[src/rtl/wsu_pkg.sv]
package wsu_pkg;

    localparam int WS_W = 6;
    localparam int TT_W = 9;
    localparam int WR_W = 8;

    localparam logic [TT_W-1:0] SPILL_BASE = 9'h080;
    localparam logic [TT_W-1:0] FILL_BASE  = 9'h0C0;
    localparam logic [TT_W-1:0] CLEAN_TT   = 9'h024;
    localparam logic [TT_W-1:0] OTHER_FLAG = 9'h020;

    typedef enum logic [2:0] {
        OP_NOP      = 3'd0,
        OP_SAVE     = 3'd1,
        OP_RESTORE  = 3'd2,
        OP_FLUSH    = 3'd3,
        OP_SAVED    = 3'd4,
        OP_RESTORED = 3'd5
    } wsu_op_e;

    typedef enum logic [2:0] {
        SEL_FREE   = 3'd0,
        SEL_REACH  = 3'd1,
        SEL_OTHER  = 3'd2,
        SEL_CLEAN  = 3'd3,
        SEL_WSTATE = 3'd4,
        SEL_CWP    = 3'd5
    } wsu_sel_e;

    typedef enum logic [1:0] {
        TK_NONE,
        TK_SPILL,
        TK_FILL,
        TK_CLEAN
    } trap_kind_e;

    // Per-cycle actions decided by the evaluator, independent of counter width
    typedef struct packed {
        logic       cwp_inc;
        logic       cwp_dec;
        logic       free_inc;
        logic       free_dec;
        logic       reach_inc;
        logic       reach_dec;
        logic       other_dec;
        logic       clean_inc;
        trap_kind_e trap;
    } wsu_act_s;

    // Field picked from the selector: foreign half when other windows exist
    function automatic logic [TT_W-1:0] sel_field(input logic [WS_W-1:0] ws,
                                                  input logic other_nz);
        if (other_nz)
            return OTHER_FLAG | TT_W'({ws[5:3], 2'b00});
        else
            return TT_W'({ws[2:0], 2'b00});
    endfunction

endpackage

[src/rtl/wsu_op_eval.sv]
module wsu_op_eval
    import wsu_pkg::*;
#(
    parameter int NWIN = 8,
    localparam int CW = $clog2(NWIN)
) (
    input  logic          go,
    input  wsu_op_e       op,
    input  logic [CW-1:0] free_cnt,
    input  logic [CW-1:0] reach_cnt,
    input  logic [CW-1:0] other_cnt,
    input  logic [CW-1:0] clean_cnt,
    output wsu_act_s      act
);
    localparam logic [CW-1:0] FLUSH_OK  = CW'(NWIN - 2);
    localparam logic [CW-1:0] CLEAN_TOP = CW'(NWIN - 1);

    logic other_nz;
    assign other_nz = (other_cnt != '0);

    always_comb begin
        act      = '0;
        act.trap = TK_NONE;
        if (go) begin
            case (op)
                OP_SAVE: begin
                    if (free_cnt == '0)
                        act.trap = TK_SPILL;
                    else if (clean_cnt == reach_cnt)
                        act.trap = TK_CLEAN;
                    else begin
                        act.cwp_dec   = 1'b1;
                        act.free_dec  = 1'b1;
                        act.reach_inc = 1'b1;
                    end
                end
                OP_RESTORE: begin
                    if (reach_cnt == '0)
                        act.trap = TK_FILL;
                    else begin
                        act.cwp_inc   = 1'b1;
                        act.reach_dec = 1'b1;
                        act.free_inc  = 1'b1;
                    end
                end
                OP_FLUSH: begin
                    if (free_cnt != FLUSH_OK)
                        act.trap = TK_SPILL;
                end
                OP_SAVED: begin
                    act.free_inc  = 1'b1;
                    act.other_dec = other_nz;
                    act.reach_dec = !other_nz;
                end
                OP_RESTORED: begin
                    act.reach_inc = 1'b1;
                    act.clean_inc = (clean_cnt < CLEAN_TOP);
                    act.other_dec = other_nz;
                    act.free_dec  = !other_nz;
                end
                default: act = act;
            endcase
        end
    end
endmodule

[src/rtl/wsu_trap_enc.sv]
module wsu_trap_enc
    import wsu_pkg::*;
(
    input  trap_kind_e       kind,
    input  logic [WS_W-1:0]  ws,
    input  logic             other_nz,
    output logic [TT_W-1:0]  tt
);
    logic [TT_W-1:0] field;
    assign field = sel_field(ws, other_nz);

    always_comb begin
        case (kind)
            TK_SPILL: tt = SPILL_BASE | field;
            TK_FILL:  tt = FILL_BASE | field;
            TK_CLEAN: tt = CLEAN_TT;
            default:  tt = '0;
        endcase
    end
endmodule

[src/rtl/wsu_cwp_map.sv]
module wsu_cwp_map
    import wsu_pkg::*;
#(
    parameter int NWIN = 8,
    localparam int CW = $clog2(NWIN)
) (
    input  logic [CW-1:0]   cwp_int,
    input  logic [WR_W-1:0] wr_val,
    output logic [CW-1:0]   cwp_view,
    output logic [CW-1:0]   cwp_from_wr
);
    localparam logic [CW-1:0] LAST = CW'(NWIN - 1);

    assign cwp_view = LAST - cwp_int;

    always_comb begin
        logic [31:0] red;
        red         = 32'(wr_val) % 32'(NWIN);
        cwp_from_wr = LAST - CW'(red);
    end
endmodule

[src/rtl/win_state_unit.sv]
module win_state_unit
    import wsu_pkg::*;
#(
    parameter int NWIN = 8,
    localparam int CW = $clog2(NWIN)
) (
    input  logic            clk,
    input  logic            rst,
    input  logic            op_valid,
    input  logic [2:0]      op_code,
    input  logic            wr_en,
    input  logic [2:0]      wr_sel,
    input  logic [WR_W-1:0] wr_data,
    output logic [CW-1:0]   cansave,
    output logic [CW-1:0]   canrestore,
    output logic [CW-1:0]   otherwin,
    output logic [CW-1:0]   cleanwin,
    output logic [WS_W-1:0] wstate,
    output logic [CW-1:0]   cwp_sw,
    output logic            trap_valid,
    output logic [TT_W-1:0] trap_type
);
    localparam logic [CW-1:0] LAST = CW'(NWIN - 1);

    logic [CW-1:0]   free_q, reach_q, other_q, clean_q, cwp_q;
    logic [WS_W-1:0] ws_q;
    logic            tv_q;
    logic [TT_W-1:0] tt_q;

    wsu_act_s        act;
    logic [TT_W-1:0] tt_c;
    logic [CW-1:0]   cwp_wr_int;
    logic            go;

    assign go = op_valid && !wr_en;

    wsu_op_eval #(.NWIN(NWIN)) u_eval (
        .go        (go),
        .op        (wsu_op_e'(op_code)),
        .free_cnt  (free_q),
        .reach_cnt (reach_q),
        .other_cnt (other_q),
        .clean_cnt (clean_q),
        .act       (act)
    );

    wsu_trap_enc u_enc (
        .kind     (act.trap),
        .ws       (ws_q),
        .other_nz (other_q != '0),
        .tt       (tt_c)
    );

    wsu_cwp_map #(.NWIN(NWIN)) u_map (
        .cwp_int     (cwp_q),
        .wr_val      (wr_data),
        .cwp_view    (cwp_sw),
        .cwp_from_wr (cwp_wr_int)
    );

    always_ff @(posedge clk) begin
        if (rst) begin
            free_q  <= CW'(NWIN - 2);
            reach_q <= '0;
            other_q <= '0;
            clean_q <= LAST;
            ws_q    <= '0;
            cwp_q   <= '0;
            tv_q    <= 1'b0;
            tt_q    <= '0;
        end else begin
            tv_q <= (act.trap != TK_NONE);
            tt_q <= tt_c;
            if (wr_en) begin
                case (wsu_sel_e'(wr_sel))
                    SEL_FREE:   free_q  <= wr_data[CW-1:0];
                    SEL_REACH:  reach_q <= wr_data[CW-1:0];
                    SEL_OTHER:  other_q <= wr_data[CW-1:0];
                    SEL_CLEAN:  clean_q <= wr_data[CW-1:0];
                    SEL_WSTATE: ws_q    <= wr_data[WS_W-1:0];
                    SEL_CWP:    cwp_q   <= cwp_wr_int;
                    default:    ws_q    <= ws_q;
                endcase
            end else begin
                if (act.free_inc)       free_q <= free_q + 1'b1;
                else if (act.free_dec)  free_q <= free_q - 1'b1;
                if (act.reach_inc)      reach_q <= reach_q + 1'b1;
                else if (act.reach_dec) reach_q <= reach_q - 1'b1;
                if (act.other_dec)      other_q <= other_q - 1'b1;
                if (act.clean_inc)      clean_q <= clean_q + 1'b1;
                if (act.cwp_inc)        cwp_q <= (cwp_q == LAST) ? '0 : cwp_q + 1'b1;
                else if (act.cwp_dec)   cwp_q <= (cwp_q == '0) ? LAST : cwp_q - 1'b1;
            end
        end
    end

    assign cansave    = free_q;
    assign canrestore = reach_q;
    assign otherwin   = other_q;
    assign cleanwin   = clean_q;
    assign wstate     = ws_q;
    assign trap_valid = tv_q;
    assign trap_type  = tt_q;
endmodule

[config.mk]
export PLATFORM = sky130hd
export DESIGN_NAME = win_state_unit
export DESIGN_NICKNAME = d
export VERILOG_FILES = /design/src/rtl/wsu_pkg.sv /design/src/rtl/wsu_op_eval.sv /design/src/rtl/wsu_trap_enc.sv /design/src/rtl/wsu_cwp_map.sv /design/src/rtl/win_state_unit.sv
export SDC_FILE = /design/constraint.sdc
export NUM_CORES = 1
export LEC_CHECK = 0
export BUFFER_PORTS_ARGS = -buffer_cell sky130_fd_sc_hd__buf_2
export CORE_MARGIN = 2
export CORE_UTILIZATION = 30
export CTS_BUF_LIST = sky130_fd_sc_hd__clkbuf_2 sky130_fd_sc_hd__clkbuf_4 sky130_fd_sc_hd__clkbuf_8
export CTS_CLUSTER_DIAMETER = 40
export DETAILED_ROUTE_END_ITERATION = 6
export HOLD_SLACK_MARGIN = 0.08
export PLACE_DENSITY_LB_ADDON = 0.08
export SLEW_MARGIN = 20
export SYNTH_ARGS = -nofsm -noshare
export SYNTH_HDL_FRONTEND = slang
export SYNTH_SLANG_ARGS = --single-unit
[constraint.sdc]
create_clock -name clk -period 2.7 [get_ports clk]
set_input_delay 0.135 -clock clk [delete_from_list [all_inputs] [get_ports clk]]
set_output_delay 0.135 -clock clk [all_outputs]
set_load 0.02 [all_outputs]
**After elaboration in Yosys (flattened, before gate mapping)**

Index checks and enable logic that the tools add are counted.

- Flip-flop bits (word level): 31

- Add/sub/neg operators: 10
- Magnitude comparators: 1
- Equality and inequality tests: 21
- Muxes and demuxes: 40
- Reduce and logical (&&, ||, !) cells: 21

Operators with widths:

| operator | count |
|---|---|
| $mux W3 | 20 |
| $pmux W9 S3 | 1 |
| $eq A3 B3 Y1 const B | 5 |
| $add A3 B1 Y3 const B | 4 |
| $eq A3 B2 Y1 const B | 4 |
| $logic_not A3 Y1 | 4 |
| $reduce_and A2 Y1 | 6 |
| $reduce_bool A3 Y1 | 4 |
| $sub A3 B1 Y3 const B | 4 |
| $mux W10 | 1 |
| $mux W2 | 5 |
| $ne A2 B1 Y1 const B | 5 |
| $mux W1 | 8 |
| $eq A3 B1 Y1 const B | 2 |
| $mux W6 | 1 |
| $pmux W2 S3 | 1 |
| $reduce_bool A2 Y1 | 3 |
| $sub A3 B3 Y3 const A | 2 |
| $eq A2 B2 Y1 const B | 2 |
| $pmux W1 S2 | 2 |
| $pmux W2 S2 | 1 |
| $eq A3 B3 Y1 | 1 |
| $lt A3 B3 Y1 const B | 1 |
| $ne A3 B3 Y1 const B | 1 |
| 4 further kinds | 5 |

**Logic depth before layout (Yosys ltp)**

- Depth in word-level cells: 8
- Gate-level depth with buffers: 11
- Mapped depth without buffers: 10

**Hierarchy**

From an unflattened synthesis, not the netlist that was laid out.

- Cell total of the unflattened synthesis: 233
- Area total of the unflattened synthesis: 2054.5 µm²

By module, submodules not included:

| module | instances | cells an instance | area an instance (µm²) |
|---|---|---|---|
| win_state_unit | 1 | 171 | 1624.1 |
| wsu_op_eval | 1 | 36 | 259.0 |
| wsu_trap_enc | 1 | 20 | 148.9 |
| wsu_cwp_map | 1 | 6 | 22.5 |

**Worst setup path after synthesis**

OpenSTA, ideal clock, no wires.

- Kind: register -> register
- From: register reach_q[0] (netlist: canrestore[0])
- To: register reach_q[2] (netlist: canrestore[2])
- Arrival time: 2277 ps
- Slack: 295 ps
- Cell stages (with the launch flop): 11
- Buffers on the path: 0
- Clock period less this slack: 2405 ps
- Path through: dfxtp_1 xnor2_1 and3_4 nor3_4 nor2_1 fa_1 xor2_1 mux2i_1 o21ai_0 o211a_1 o32ai_1

- Longest elaborated chain between the ends: 7

RTL lines:

| element | RTL line | RTL |
|---|---|---|
| start, declared | win_state_unit.sv:25 | `logic [CW-1:0] free_q, reach_q, other_q, clean_q, cwp_q;` |
| start signal, assigned | win_state_unit.sv:77 | `SEL_REACH: reach_q <= wr_data[CW-1:0];` |
| start signal, assigned | win_state_unit.sv:87 | `if (act.reach_inc) reach_q <= reach_q + 1'b1;` |
| start signal, assigned | win_state_unit.sv:88 | `else if (act.reach_dec) reach_q <= reach_q - 1'b1;` |
| $eq A3 B3 Y1 | wsu_op_eval.sv:29 | `else if (clean_cnt == reach_cnt)` |
| $mux W2 | wsu_op_eval.sv:29 |  |
| $mux W2 | wsu_op_eval.sv:27 | `if (free_cnt == '0)` |
| $pmux W2 S2 | wsu_op_eval.sv:25 | `case (op)` |
| $mux W10 | wsu_op_eval.sv:24 | `if (go) begin` |
| $reduce_bool A3 Y1 (no line) or $mux W3 (tied branches) | n/a |  |
| $reduce_and A2 Y1 (no line) or $mux W3 (tied branches) | n/a |  |

Several ways; a longest one is shown, not always the timed one. The select of a mux whose other input is x is not followed.
A chain may end at the register's enable or synchronous reset.

**Final worst setup path**

- From: register clean_q[1] (netlist: cleanwin[1])
- To: register reach_q[2] (netlist: canrestore[2])

- Longest elaborated chain between the ends: 7

RTL lines:

| element | RTL line | RTL |
|---|---|---|
| start, declared | win_state_unit.sv:25 |  |
| start signal, assigned | win_state_unit.sv:79 | `SEL_CLEAN: clean_q <= wr_data[CW-1:0];` |
| start signal, assigned | win_state_unit.sv:90 | `if (act.clean_inc) clean_q <= clean_q + 1'b1;` |
| $eq A3 B3 Y1 * | wsu_op_eval.sv:29 |  |
| $mux W2 * | wsu_op_eval.sv:29 |  |
| $mux W2 * | wsu_op_eval.sv:27 |  |
| $pmux W2 S2 * | wsu_op_eval.sv:25 |  |
| $mux W10 * | wsu_op_eval.sv:24 |  |
| $reduce_bool A3 Y1 (no line) or $mux W3 (tied branches) | n/a |  |
| $reduce_and A2 Y1 (no line) or $mux W3 (tied branches) | n/a |  |

Mark *: on every way between the ends. The rest lies on a longest branch, timed or not.

==> reports/results.txt <==
outcome: completed
register area share after synthesis: 29.9%
Hold Path Class: input port to register
Layout Utilization: 37.8%
Leakage: 0.000976 uW
layout cells sized above 1: 27.7%
Logic pwr share: 23.6%
crit start category: register
Fin. Hold Viols: 0
Worst Tran Pin Value: 706 ps
Vias/cell: 4.76
Worst Slack Setup Final: 236 ps
number of global-route vias before repair: 1,508
Synth-to-Final Area Change: 21.0%
synthesis warning total: 0
Reg clk slew, reported paths: 110 ps
H-tree depth: 1
relative slew slack: 52.6%
Switching Fraction: 29.4%
WS Path Type: register to register
Post-DP HPWL: 3650 um
initial antenna violation count: 0
Congestion Overflow GR: 0
Final ANT Viol Nets: 0
post-synthesis cell count: 216
CTS Root Cell: clkbuf_8
Setup crit end kind: register
Die Area: 6900 um^2
Max Cap Viol: 0
port buffer count: 43
pin count of the biggest net entering global routing: 26
post-CTS setup buffers: 0
Core ar.: 5990 um^2
global-route wire length before repair: 7920 um
final-layout fill cell count: 631
register bit total from synthesis: 28
Switch Pwr: 302 uW
Avg Cell Area, Syn: 8.68 um^2
Post-Layout Cell Count: 339
CTS buffer count: 3
Routed WL: 4720 um
Initial DRT Pass Iterations: 4
mapped cell area: 1870 um^2
Min Hold Slack: 91.7 ps
Iteration-0 DRC Markers: 85
Arrival @ worst endpoint: 2630 ps
I/O pins: 49
worst-case clock buffer depth: 2
Die W: 83.0 um
Remaining DRCs: 0
gpl congestion: 0.833
Die Ht: 83.0 um
Clk pwr share: 33.5%
Post-synth EDFFs: 0
# resized after CTS: 0
setup TNS: 0 ps
total track usage: 14.1%
maximum vdd drop: 0.000190 V
clk_skew: 6.92 ps
Main synth FF type: dfxtp_1
TritonCTS clock tree: yes
Reg power frac: 42.9%
post-synth cell types: 53
Setup-failing EPs final: 0
Pwr Density: 453 nW/um^2
Cells after DPL: 335
DR vias: 1,613
FFs w/ async S/R, synth: 0%
Setup WS pre-CTS: 231 ps
Cell Chain, Critical Path: xnor2_1 > and3_4 > nor3_4 > nor2_1 > fa_1 > xor2_1 > mux2i_1 > o21ai_0 > o211a_1 > o32ai_1
Num Clock Sinks: 28
crit-path max cell delay: 490 ps
Hold Buf Count CTS: 0
crit share post-route: 91.2%
Fmax achieved: 406 MHz
Worst Path Max Fanout: 5
Rows: 28
wire per inst: 13.9 um
max-slew violation count: 0
antenna cells: 0
Starting Density: 31.3%
CP required: 2870 ps
Nets: 297
Clock Latency Late Sink: 280 ps
Cell Int Power: 725 uW
slowest stage cell, crit path: fa_1
footprint of the multi-input gates: 1210 um^2
RSZ-0062 raised after global routing: no
Reg area: 561 um^2
min cycle time layout: 2460 ps
-- through the flow --
step | total power (uW) | area (um^2)
after floorplan | 619 | 1880
after global placement | 695 | 2200
after detailed placement | 694 | 2200
after CTS | 1040 | 2270
after global routing | 1090 | 2270
final | 1030 | 2270
-- synth_stat cells, types with 2 or more instances --
library cell / number / area (um^2)
a211o_1: 2 / 17.5
nand2_1: 13 / 48.8
a21oi_1: 11 / 55.1
o211ai_1: 2 / 15.0
ha_1: 12 / 150
nor3_1: 2 / 10.0
buf_2: 2 / 10.0
o21bai_1: 2 / 15.0
a211oi_1: 4 / 30.0
dfxtp_1: 28 / 561
a21oi_2: 4 / 35.0
nor2b_1: 5 / 31.3
clkbuf_1: 3 / 11.3
nand3b_1: 3 / 22.5
a31oi_1: 3 / 18.8
fa_1: 2 / 40.0
buf_4: 4 / 30.0
a311oi_1: 2 / 17.5
nor3_2: 2 / 20.0
inv_1: 13 / 48.8
a21boi_0: 2 / 15.0
nand3_1: 4 / 20.0
nor2_1: 28 / 105
o21ai_0: 11 / 55.1
nand2b_1: 8 / 50.1
o22ai_1: 2 / 12.5
mux2i_1: 12 / 120
xnor2_1: 5 / 43.8
-- metal layers --
layer | global-route usage (%) | vias up | share of wire [%]
met4 | 4.02 | 0 | 1.1
met3 | 2.29 | 4 | 4.4
met5 | 0 | - | 0
li1 | - | 853 | -
met1 | 20.1 | 722 | 50
met2 | 21.8 | 34 | 44
-- layout by cell type, fill, tap and decap left out, types with 2 or more instances in the layout --
cell,instances
o21bai_1,2
conb_1,3
o22ai_1,2
nand3_1,4
fa_1,2
nor3_1,2
buf_4,9
a21oi_2,4
o21ai_0,11
xnor2_1,5
ha_1,12
nor2b_1,5
a211o_1,2
nor3_2,2
buf_2,43
a211oi_1,4
a21boi_0,2
nand2b_1,8
nor2_1,28
a311oi_1,2
mux2i_1,12
o211ai_1,2
clkbuf_8,3
a21oi_1,11
nand2_1,13
nand3b_1,3
a31oi_1,3
dfxtp_1,28
inv_1,13
-- flip-flops by register name (all words and copies together), names as in the netlist --
signal / count
cwp_q: 3
otherwin: 3
canrestore: 3
trap_type: 6
cleanwin: 3
trap_valid: 1
wstate: 6
cansave: 3
-- path summary, 6_finish.rpt --
check,end,startpoint,cells past startpoint,slack [ps]
setup reg to reg,canrestore[2],cleanwin[1],10,240
hold reg to reg,cwp_q[0],cwp_q[0],2,520
hold / removal,wstate[3],wr_data[3],3,90
setup / recovery,canrestore[2],cleanwin[1],10,240
-- critical path, delay by kind of cell, from the launching register on --
family / cells / cell delay (ps)
and+or+nand+nor: 3 / 620
adders and majority gates: 1 / 490
DFF: 1 / 430
xor gates and xnor gates: 2 / 310
muxes: 1 / 130
AOI/OAI and AO/OA: 3 / 380
-- power groups by stage --
| stage | Combinational, uW | Sequential, uW | Clock (uW) |
|---|---|---|---|
| finish | 242 | 441 | 344 |
| global route | 272 | 444 | 370 |
| CTS | 245 | 441 | 356 |
| detailed placement | 244 | 450 | 0 |
| global placement | 245 | 451 | 0 |
| floorplan | 148 | 471 | 0 |
-- layout make-up --
class | instances | share of cell area, %
well taps | 75 | 4.14
inverters | 13 | 2.15
flip-flops and latches | 28 | 24.7
multi-input cells | 167 | 53.4
clock inverters | 1 | 1.32
repair buffers | 52 | 12.5
clock buffers | 3 | 1.82
-- kinds of logic (layout without fill, tap and decap cells) --
| group | after synthesis | after routing | share of synthesized area (%) |
|---|---|---|---|
| simple gates | 76 | 76 | 22.2 |
| mux | 12 | 12 | 6.41 |
| flops | 28 | 28 | 29.9 |
| fa+ha+maj | 14 | 14 | 10.1 |
| other cells | 1 | 3 | 0.200 |
| compound gates | 56 | 56 | 22.4 |
| xor+xnor | 6 | 6 | 2.80 |
| buf+inv | 23 | 69 | 5.94 |
(Power assumes the default switching activity.)
